==> src/rtl/stoch_rerand_pkg.sv <==
package stoch_rerand_pkg;

  typedef enum logic {
    CNT_SINGLE = 1'b0,
    CNT_DIFF   = 1'b1
  } cnt_mode_e;

  localparam int RND_W = 16;

endpackage

==> src/rtl/rr_lfsr.sv <==
module rr_lfsr #(
  parameter logic [15:0] SEED = 16'hACE1
) (
  input  logic        clk,
  input  logic        rst_n,
  output logic [15:0] state_o
);

  logic [15:0] state_q;
  logic [15:0] state_d;
  logic        fb;

  always_comb begin
    fb      = state_q[15] ^ state_q[13] ^ state_q[12] ^ state_q[10];
    state_d = {state_q[14:0], fb};
  end

  always_ff @(posedge clk or negedge rst_n) begin
    if (!rst_n) state_q <= SEED;
    else        state_q <= state_d;
  end

  assign state_o = state_q;

  assert_lfsr_nonzero_R9: assert property (@(posedge clk) disable iff (!rst_n)
    state_q != 16'h0000);

endmodule

==> src/rtl/rr_regen_path.sv <==
module rr_regen_path #(
  parameter int CNT_W = 4
) (
  input  logic             clk,
  input  logic             rst_n,
  input  logic             a_i,
  input  logic             b_i,
  input  logic [CNT_W-1:0] rnd_i,
  input  logic [CNT_W-1:0] sum_i,
  output logic             g_next_o,
  output logic             rh_o,
  output logic             c_o
);

  logic regen;
  logic g_q;
  logic g_d;
  logic g_en;
  logic rh;
  logic c_q;
  logic c_d;

  always_comb begin
    regen = ~(a_i ^ b_i);
    g_en  = regen;
    g_d   = g_en ? a_i : g_q;
    rh    = (rnd_i < sum_i);
    c_d   = regen ? g_d : rh;
  end

  always_ff @(posedge clk or negedge rst_n) begin
    if (!rst_n)    g_q <= 1'b0;
    else if (g_en) g_q <= g_d;
  end

  always_ff @(posedge clk or negedge rst_n) begin
    if (!rst_n) c_q <= 1'b0;
    else        c_q <= c_d;
  end

  assign g_next_o = g_d;
  assign rh_o     = rh;
  assign c_o      = c_q;

  assert_regen_pass_R2: assert property (@(posedge clk) disable iff (!rst_n)
    (a_i == b_i) |=> (c_q == $past(a_i)));

  assert_hold_g_R3: assert property (@(posedge clk) disable iff (!rst_n)
    (a_i != b_i) |=> $stable(g_q));

  assert_empty_sum_zero_R4: assert property (@(posedge clk) disable iff (!rst_n)
    ((a_i != b_i) && (sum_i == '0)) |=> !c_q);

endmodule

==> src/rtl/rr_sum_counter.sv <==
module rr_sum_counter
  import stoch_rerand_pkg::*;
#(
  parameter int        CNT_W = 4,
  parameter cnt_mode_e MODE  = CNT_SINGLE
) (
  input  logic             clk,
  input  logic             rst_n,
  input  logic             g_i,
  input  logic             rh_i,
  output logic [CNT_W-1:0] sum_o
);

  localparam int MAXV     = (1 << CNT_W) - 1;
  localparam int MIDV     = 1 << (CNT_W - 1);
  localparam int STEP_MAX = (MODE == CNT_DIFF) ? 2 : 1;

  logic [CNT_W-1:0] s_q;
  logic [CNT_W-1:0] s_d;
  int               step;
  int               raw;

  generate
    if (MODE == CNT_DIFF) begin : g_diff
      always_comb begin
        step = (g_i ? 1 : -1) + (rh_i ? -1 : 1);
      end
    end else begin : g_single
      always_comb begin
        step = (g_i ? 1 : 0) - (rh_i ? 1 : 0);
      end
    end
  endgenerate

  always_comb begin
    raw = int'(s_q) + step;
    if (raw > MAXV)   s_d = CNT_W'(MAXV);
    else if (raw < 0) s_d = '0;
    else              s_d = raw[CNT_W-1:0];
  end

  always_ff @(posedge clk or negedge rst_n) begin
    if (!rst_n) s_q <= CNT_W'(MIDV);
    else        s_q <= s_d;
  end

  assign sum_o = s_q;

  assert_step_bound_R5_R6: assert property (@(posedge clk) disable iff (!rst_n)
    1'b1 |=> ((int'(s_q) - int'($past(s_q)) <= STEP_MAX) &&
              (int'(s_q) - int'($past(s_q)) >= -STEP_MAX)));

  assert_ceiling_hold_R7: assert property (@(posedge clk) disable iff (!rst_n)
    ((s_q == CNT_W'(MAXV)) && g_i && !rh_i) |=> (s_q == CNT_W'(MAXV)));

  assert_floor_hold_R7: assert property (@(posedge clk) disable iff (!rst_n)
    ((s_q == '0) && !g_i) |=> (s_q == '0));

endmodule

==> src/rtl/stoch_rerand.sv <==
module stoch_rerand
  import stoch_rerand_pkg::*;
#(
  parameter int          CNT_W     = 4,
  parameter cnt_mode_e   MODE      = CNT_SINGLE,
  parameter logic [15:0] LFSR_SEED = 16'hACE1
) (
  input  logic clk,
  input  logic rst_n,
  input  logic a_in,
  input  logic b_in,
  output logic c_out
);

  logic [RND_W-1:0] rnd_state;
  logic [CNT_W-1:0] rnd;
  logic [CNT_W-1:0] sum;
  logic             g_next;
  logic             rh;

  assign rnd = rnd_state[CNT_W-1:0];

  rr_lfsr #(.SEED(LFSR_SEED)) u_lfsr (
    .clk     (clk),
    .rst_n   (rst_n),
    .state_o (rnd_state)
  );

  rr_regen_path #(.CNT_W(CNT_W)) u_path (
    .clk      (clk),
    .rst_n    (rst_n),
    .a_i      (a_in),
    .b_i      (b_in),
    .rnd_i    (rnd),
    .sum_i    (sum),
    .g_next_o (g_next),
    .rh_o     (rh),
    .c_o      (c_out)
  );

  rr_sum_counter #(.CNT_W(CNT_W), .MODE(MODE)) u_sum (
    .clk   (clk),
    .rst_n (rst_n),
    .g_i   (g_next),
    .rh_i  (rh),
    .sum_o (sum)
  );

endmodule

==> config.mk <==
export PLATFORM = sky130hd
export DESIGN_NAME = stoch_rerand
export DESIGN_NICKNAME = d
export VERILOG_FILES = /design/src/rtl/stoch_rerand_pkg.sv /design/src/rtl/rr_lfsr.sv /design/src/rtl/rr_regen_path.sv /design/src/rtl/rr_sum_counter.sv /design/src/rtl/stoch_rerand.sv
export SDC_FILE = /design/constraint.sdc
export NUM_CORES = 1
export LEC_CHECK = 0
export ABC_AREA = 1
export BUFFER_PORTS_ARGS = -buffer_cell sky130_fd_sc_hd__buf_2
export CAP_MARGIN = 30
export CELL_PAD_IN_SITES_DETAIL_PLACEMENT = 0
export CELL_PAD_IN_SITES_GLOBAL_PLACEMENT = 1
export CORE_MARGIN = 2
export CORE_UTILIZATION = 49
export CTS_CLUSTER_DIAMETER = 40
export DETAILED_ROUTE_END_ITERATION = 8
export PLACE_DENSITY = 0.87
export SYNTH_ARGS = -nofsm -noshare
export SYNTH_HDL_FRONTEND = slang
export SYNTH_HIERARCHICAL = 1
export SYNTH_SLANG_ARGS = --single-unit
==> constraint.sdc <==
create_clock -name clk -period 3.85 [get_ports clk]
set_input_delay 0 -clock clk [delete_from_list [all_inputs] [get_ports clk]]
set_output_delay 0 -clock clk [all_outputs]
set_load 0.02 [all_outputs]
## Word-level counts from Yosys, hierarchy flattened

Cells that the tools add are included.

- Mux-type cells: 6
- Bitwise logic cells: 4
- Reduce and logical (&&, ||, !) cells: 0
- Order comparisons: 3
- Div/mod/pow operators: 0
- Add/sub/neg operators: 2
- Equality and inequality tests: 0
- Shifts and indexed selects: 0
- Multiply operators: 0

Operators by type and width:

| cell | count |
|---|---|
| 5-bit by 32-bit adder with 32-bit output | 1 |
| 32-bit by 5-bit greater-than comparator with 1-bit output, second input constant | 1 |
| 32-bit by 1-bit < comparator with 1-bit output, second input constant | 1 |
| 32-bit subtractor | 1 |
| 4-bit 2-to-1 mux | 2 |
| 4-bit < comparator | 1 |
| 1-bit 2-to-1 mux | 4 |
| 1-bit bitwise XOR | 4 |

- Bits in registers: 22
- Latch bits: 0
- Word-level logic and storage cells: 19
- Bits in read-only memories: 0
- Bits in writable memories: 0
- Memories: 0
- Output and inout bits: 1

## Longest topological paths before layout

- Word-level depth: 8
- Mapped depth: 20

## Hierarchy

The synthesis kept the hierarchy.

Modules (own cells, without submodules):

| module | area each (sq um) | cells an instance | times used | seq. area each (sq um) |
|---|---|---|---|---|
| rr_lfsr | 481.7 | 33 | 1 | 410.4 |
| rr_sum_counter | 451.7 | 63 | 1 | 101.3 |
| rr_regen_path | 185.2 | 27 | 1 | 50.0 |

## Least setup slack after synthesis

OpenSTA, ideal clock, no wires.

- Kind: register to register
- Start: register u_sum.s_q[3], in the netlist u_sum/sum_o[3]
- End: register u_sum.s_q[0], in the netlist u_sum/sum_o[0]
- Data required time: 3.737 ns
- Path buffers: 1
- Data arrival time: 2.365 ns
- Setup time: 0.113 ns
- Slack: 1.372 ns
- Period minus slack after synthesis: 2.478 ns
- Stages on the path, launching flop included: 19
- Cell sequence: dfstp_2 > inv_1 > ha_1 > a21oi_2 > a21boi_1 > ha_1 > buf_6 > nor2_2 > nor2_4 > ha_1 > inv_1 > nand2_1 > nand2_1 > nand2_2 > nand2_2 > nand2_2 > nand3b_1 > nand2_1 > inv_1

- Word-level cells in the longest chain between the ends: 7
- Elaborated cells on any way between the ends: 8
- Classes of those cells: add/sub: 2; order compare: 3; mux: 3

Ends and longest elaborated chain:

| element | RTL line | text |
|---|---|---|
| start, declared | rr_sum_counter.sv:18 | `logic [CNT_W-1:0] s_q;` |
| start signal, assigned | rr_sum_counter.sv:43 | `if (!rst_n) s_q <= CNT_W'(MIDV);` |
| 4-bit < comparator * | rr_regen_path.sv:27 | `rh = (rnd_i < sum_i);` |
| via rh | stoch_rerand.sv:19 | `logic rh;` |
| 1-bit 2-to-1 mux * | rr_sum_counter.sv:30 | `step = (g_i ? 1 : 0) - (rh_i ? 1 : 0);` |
| 32-bit subtractor * | rr_sum_counter.sv:30 |  |
| 5-bit by 32-bit adder with 32-bit output * | rr_sum_counter.sv:36 | `raw = int'(s_q) + step;` |
| 32-bit by 1-bit < comparator with 1-bit output | rr_sum_counter.sv:38 | `else if (raw < 0) s_d = '0;` |
| 4-bit 2-to-1 mux | rr_sum_counter.sv:38 |  |
| 4-bit 2-to-1 mux * | rr_sum_counter.sv:37 | `if (raw > MAXV) s_d = CNT_W'(MAXV);` |
| via u_sum.s_d[0] | rr_sum_counter.sv:19 | `logic [CNT_W-1:0] s_d;` |

The timed path passes the listed nets; every way through them passes the cells marked *.
A chain may end at the register's enable or synchronous reset.

## Worst setup path after layout

- Start: register u_sum.s_q[3], in the netlist u_sum/sum_o[3]
- End: register u_sum.s_q[3], in the netlist u_sum/sum_o[3]

Same word-level chain as after synthesis.

==> impl_metrics.tcl <==
set metrics [dict create \
    status "completed" \
    powerDensity_nw_per_um2 664.0 \
    ys_seq_elements 22 \
    cts_buffer_depth 2 \
    clkTransAtPathRegs_ps 120 \
    fin_skew_ps 2.626 \
    grt.met3_usage_pct 5.172 \
    grt_use_total_pct 16.63 \
    rsz0062_at_grt "no" \
    clock_sinks 22 \
    rr_worst_depth 18 \
    synth.area.top_cells "dfrtp_1 29%, dfstp_2 21%, nand2_1 11%" \
    dpl.hpwl_mm 1.350 \
    via_count 766 \
    synth_cells 123 \
    synth_fp_nets 134 \
    crit_path_start_kind "flop" \
    p_leak_nw 0.6619 \
    cp_max_fo 8 \
    dr.first_iter.drc_count 8 \
    ant_nets 0 \
    grt_pass1_wl_mm 3.187 \
    synth_cell_type_count 22 \
    vias_per_cell 4.728 \
    synth_flop_cell "dfrtp_1" \
    switching_power_w 0.0003454 \
    chipHeight_um 51.78 \
    pwr-share-seq_pct 35.1 \
    place.port_buffers 4 \
    cts_root_buf "clkbuf_4" \
    synth_top_area_cell "dfrtp_1" \
    synth.most_common_cell "nand2_1" \
    setup-violations-final 0 \
    antenna_cells 0 \
    cp-end-kind "flop" \
    cts_tree "yes" \
    cp_common_cell "nand2_1" \
    area_growth_syn_to_layout_pct 10.74 \
    row_count 17 \
    grt_pass1_vias 729 \
    path_class "flop to flop" \
    nets 146 \
    die_area_um2 2681 \
    dr.pass1.iters 4 \
    routed_wl_mm 1.809 \
    postCtsSetupBuffers 0 \
    drc 0 \
    synth-seq-area-share_pct 50.22 \
    clkPwrFrac_pct 15.3 \
    grtUsageMet1_pct 20.72 \
    cts_buffers 3 \
    min_path_type "input pin to async pin" \
    relSlewSlack_pct 69.12 \
    cp_cell_sequence "inv_1, ha_1, a21oi_2, a21boi_1, ha_1, nand2_1, inv_2, nor2_4, ha_1, inv_1, nand2_1, nand2_1, nand2_2, nand2_2, nand2_2, nand2_1, nor2_1, nor2_1" \
    synth_area_per_cell_um2 9.094 \
    combPwrFrac_pct 49.6 \
    finalMaxSlewViolations 0 \
    worstPathRequired_ps 4090 \
    die-width_um 51.78 \
    p_total_w 0.0008225 \
    vdd_drop_max_v 0.0004091 \
    ioPinCount 5 \
    r2r_end "u_sum/sum_o[3]" \
    cap_viol_max_count 0 \
    cts_hold_buf 4 \
    use_met2_pct 28.85 \
    grt-busiest-layer "met2" \
    fill_cells 185 \
    htree_levels 1 \
    reg2reg_slack_ps 970 \
    start_util_pct 51.06 \
    wl_per_cell_um 11.17 \
    fmax_mhz 347.1 \
    gp_congestion 0.7824 \
    cts-resized-gates 0 \
    timing.final.crit_share_pct 74.83 \
    grt_max_degree 23 \
    final.setup.tns_ps 0 \
    p_int_w 0.0004772 \
    drive_above_1_share_pct 28.36 \
    core_um2 2191 \
    worstReg2RegStart "u_sum/sum_o[3]" \
    min_period_ps 2881 \
    synthesis.area_um2 1119 \
    worstMarginPinSlew_ps 463.1 \
    antenna_found_initial 0 \
    clkLatencyLatePin_ps 300 \
    synth_async_sr_flop_share_pct 100.0 \
    critPathMaxStageDelay_ps 600 \
    crit_slowest_cell "dfstp_2" \
    finalHoldViolCount 0 \
    yosysWarnings 6 \
    worstPathArrival_ps 3120 \
    synth_edf_count 0 \
    grt-ovfl-total 0 \
    swShare_pct 41.99 \
    yosys-top-cells-count "33 x nand2_1, 20 x inv_1, 13 x dfrtp_1, 9 x dfstp_2" \
    netlist.area_leader.share_pct 29.08 \
]
-- layout make-up --
type                       instances  area, um^2  area share, %
inverter                          24       92.59          7.475
tap                               28       35.03          2.828
timing repair buffer               8       60.06          4.848
sequential                        22       561.8          45.35
multi-input combinational         76       452.9          36.57
clock buffer                       4       36.28          2.929
-- how the worst max path moves through the flow --
| stage | slack (ps) | from | cells after the start | endpoint |
|---|---|---|---|---|
| 6_report | 970 | u_sum/sum_o[3] | 18 | u_sum/sum_o[3] |
| 5_1_grt | 650 | u_sum/sum_o[3] | 18 | u_sum/sum_o[3] |
| 4_1_cts | 970 | u_sum/sum_o[3] | 18 | u_sum/sum_o[3] |
| 3_5_place_dp | 990 | u_sum/sum_o[3] | 18 | u_sum/sum_o[3] |
| 3_3_place_gp | 1050 | u_sum/sum_o[3] | 17 | u_sum/sum_o[0] |
| 2_1_floorplan | 1370 | u_sum/sum_o[3] | 18 | u_sum/sum_o[0] |
-- cell families after synthesis --
family | count (synthesis) | share of synthesized area, %
adder cells (fa/ha/maj) | 7 | 7.830
buffers and inverters | 25 | 9.284
XOR/XNOR | 3 | 3.021
AND/OR/NAND/NOR | 63 | 27.74
flip-flops | 22 | 50.22
AO/OA/AOI/OAI | 3 | 1.902
-- critical path, delay by kind of cell, from the launching register on --
kind | cells | cell delay [ps]
AOI/OAI and AO/OA | 2 | 380
adders and majority gates | 3 | 910
and+or+nand+nor | 10 | 730
buffers and inverters | 3 | 190
DFF | 1 | 600
-- placed cells by master, fill, tap and decap left out, drive strengths merged --
cell type / Yosys / final
nand4: 1 / 1
xnor2: 2 / 2
clkbuf: 0 / 4
nor2: 12 / 12
dfstp: 9 / 9
a21boi: 1 / 1
a21oi: 1 / 1
nand2: 40 / 40
nand3b: 2 / 2
ha: 7 / 7
buf: 1 / 4
inv: 24 / 24
dlygate4sd3: 0 / 4
xor2: 1 / 1
o21ai: 1 / 1
nand3: 8 / 8
dfrtp: 13 / 13
-- flip-flops by register name (all words and copies together), names as in the netlist --
name / cells
u_path/g_q: 1
u_lfsr/state_o: 16
u_path/c_o: 1
u_sum/sum_o: 4
-- routing by layer --
metal | vias up | part of all wire (%)
met2 | 8 | 52
met3 | 0 | 2.7
met4 | 0 | 0
met5 | - | 0
li1 | 390 | -
met1 | 368 | 46
-- through the flow --
stage               hold WS (ps)  std cells  cell area (um^2)  setup slack (ps)  util (%)
CTS                        168.4        162              1239             966.9     56.54
floorplan                 -295.6        123              1119              1372         -
detailed placement        -24.30        154              1162             990.2     53.06
finish                     197.0        162              1239             969.2     56.54
global placement          -39.76        154              1162              1053     53.06
global route               230.3        162              1239             650.5     56.54
-- power groups by stage --
stage,Combinational (W),Clock [W],Sequential (W)
5_1_grt,0.000470,0.000136,0.000293
6_report,0.000408,0.000126,0.000289
3_3_place_gp,0.000392,0,0.000293
3_5_place_dp,0.000407,0,0.000294
2_1_floorplan,0.000337,0,0.000291
4_1_cts,0.000413,0.000129,0.000289
Power figures use the tool's default switching activity.
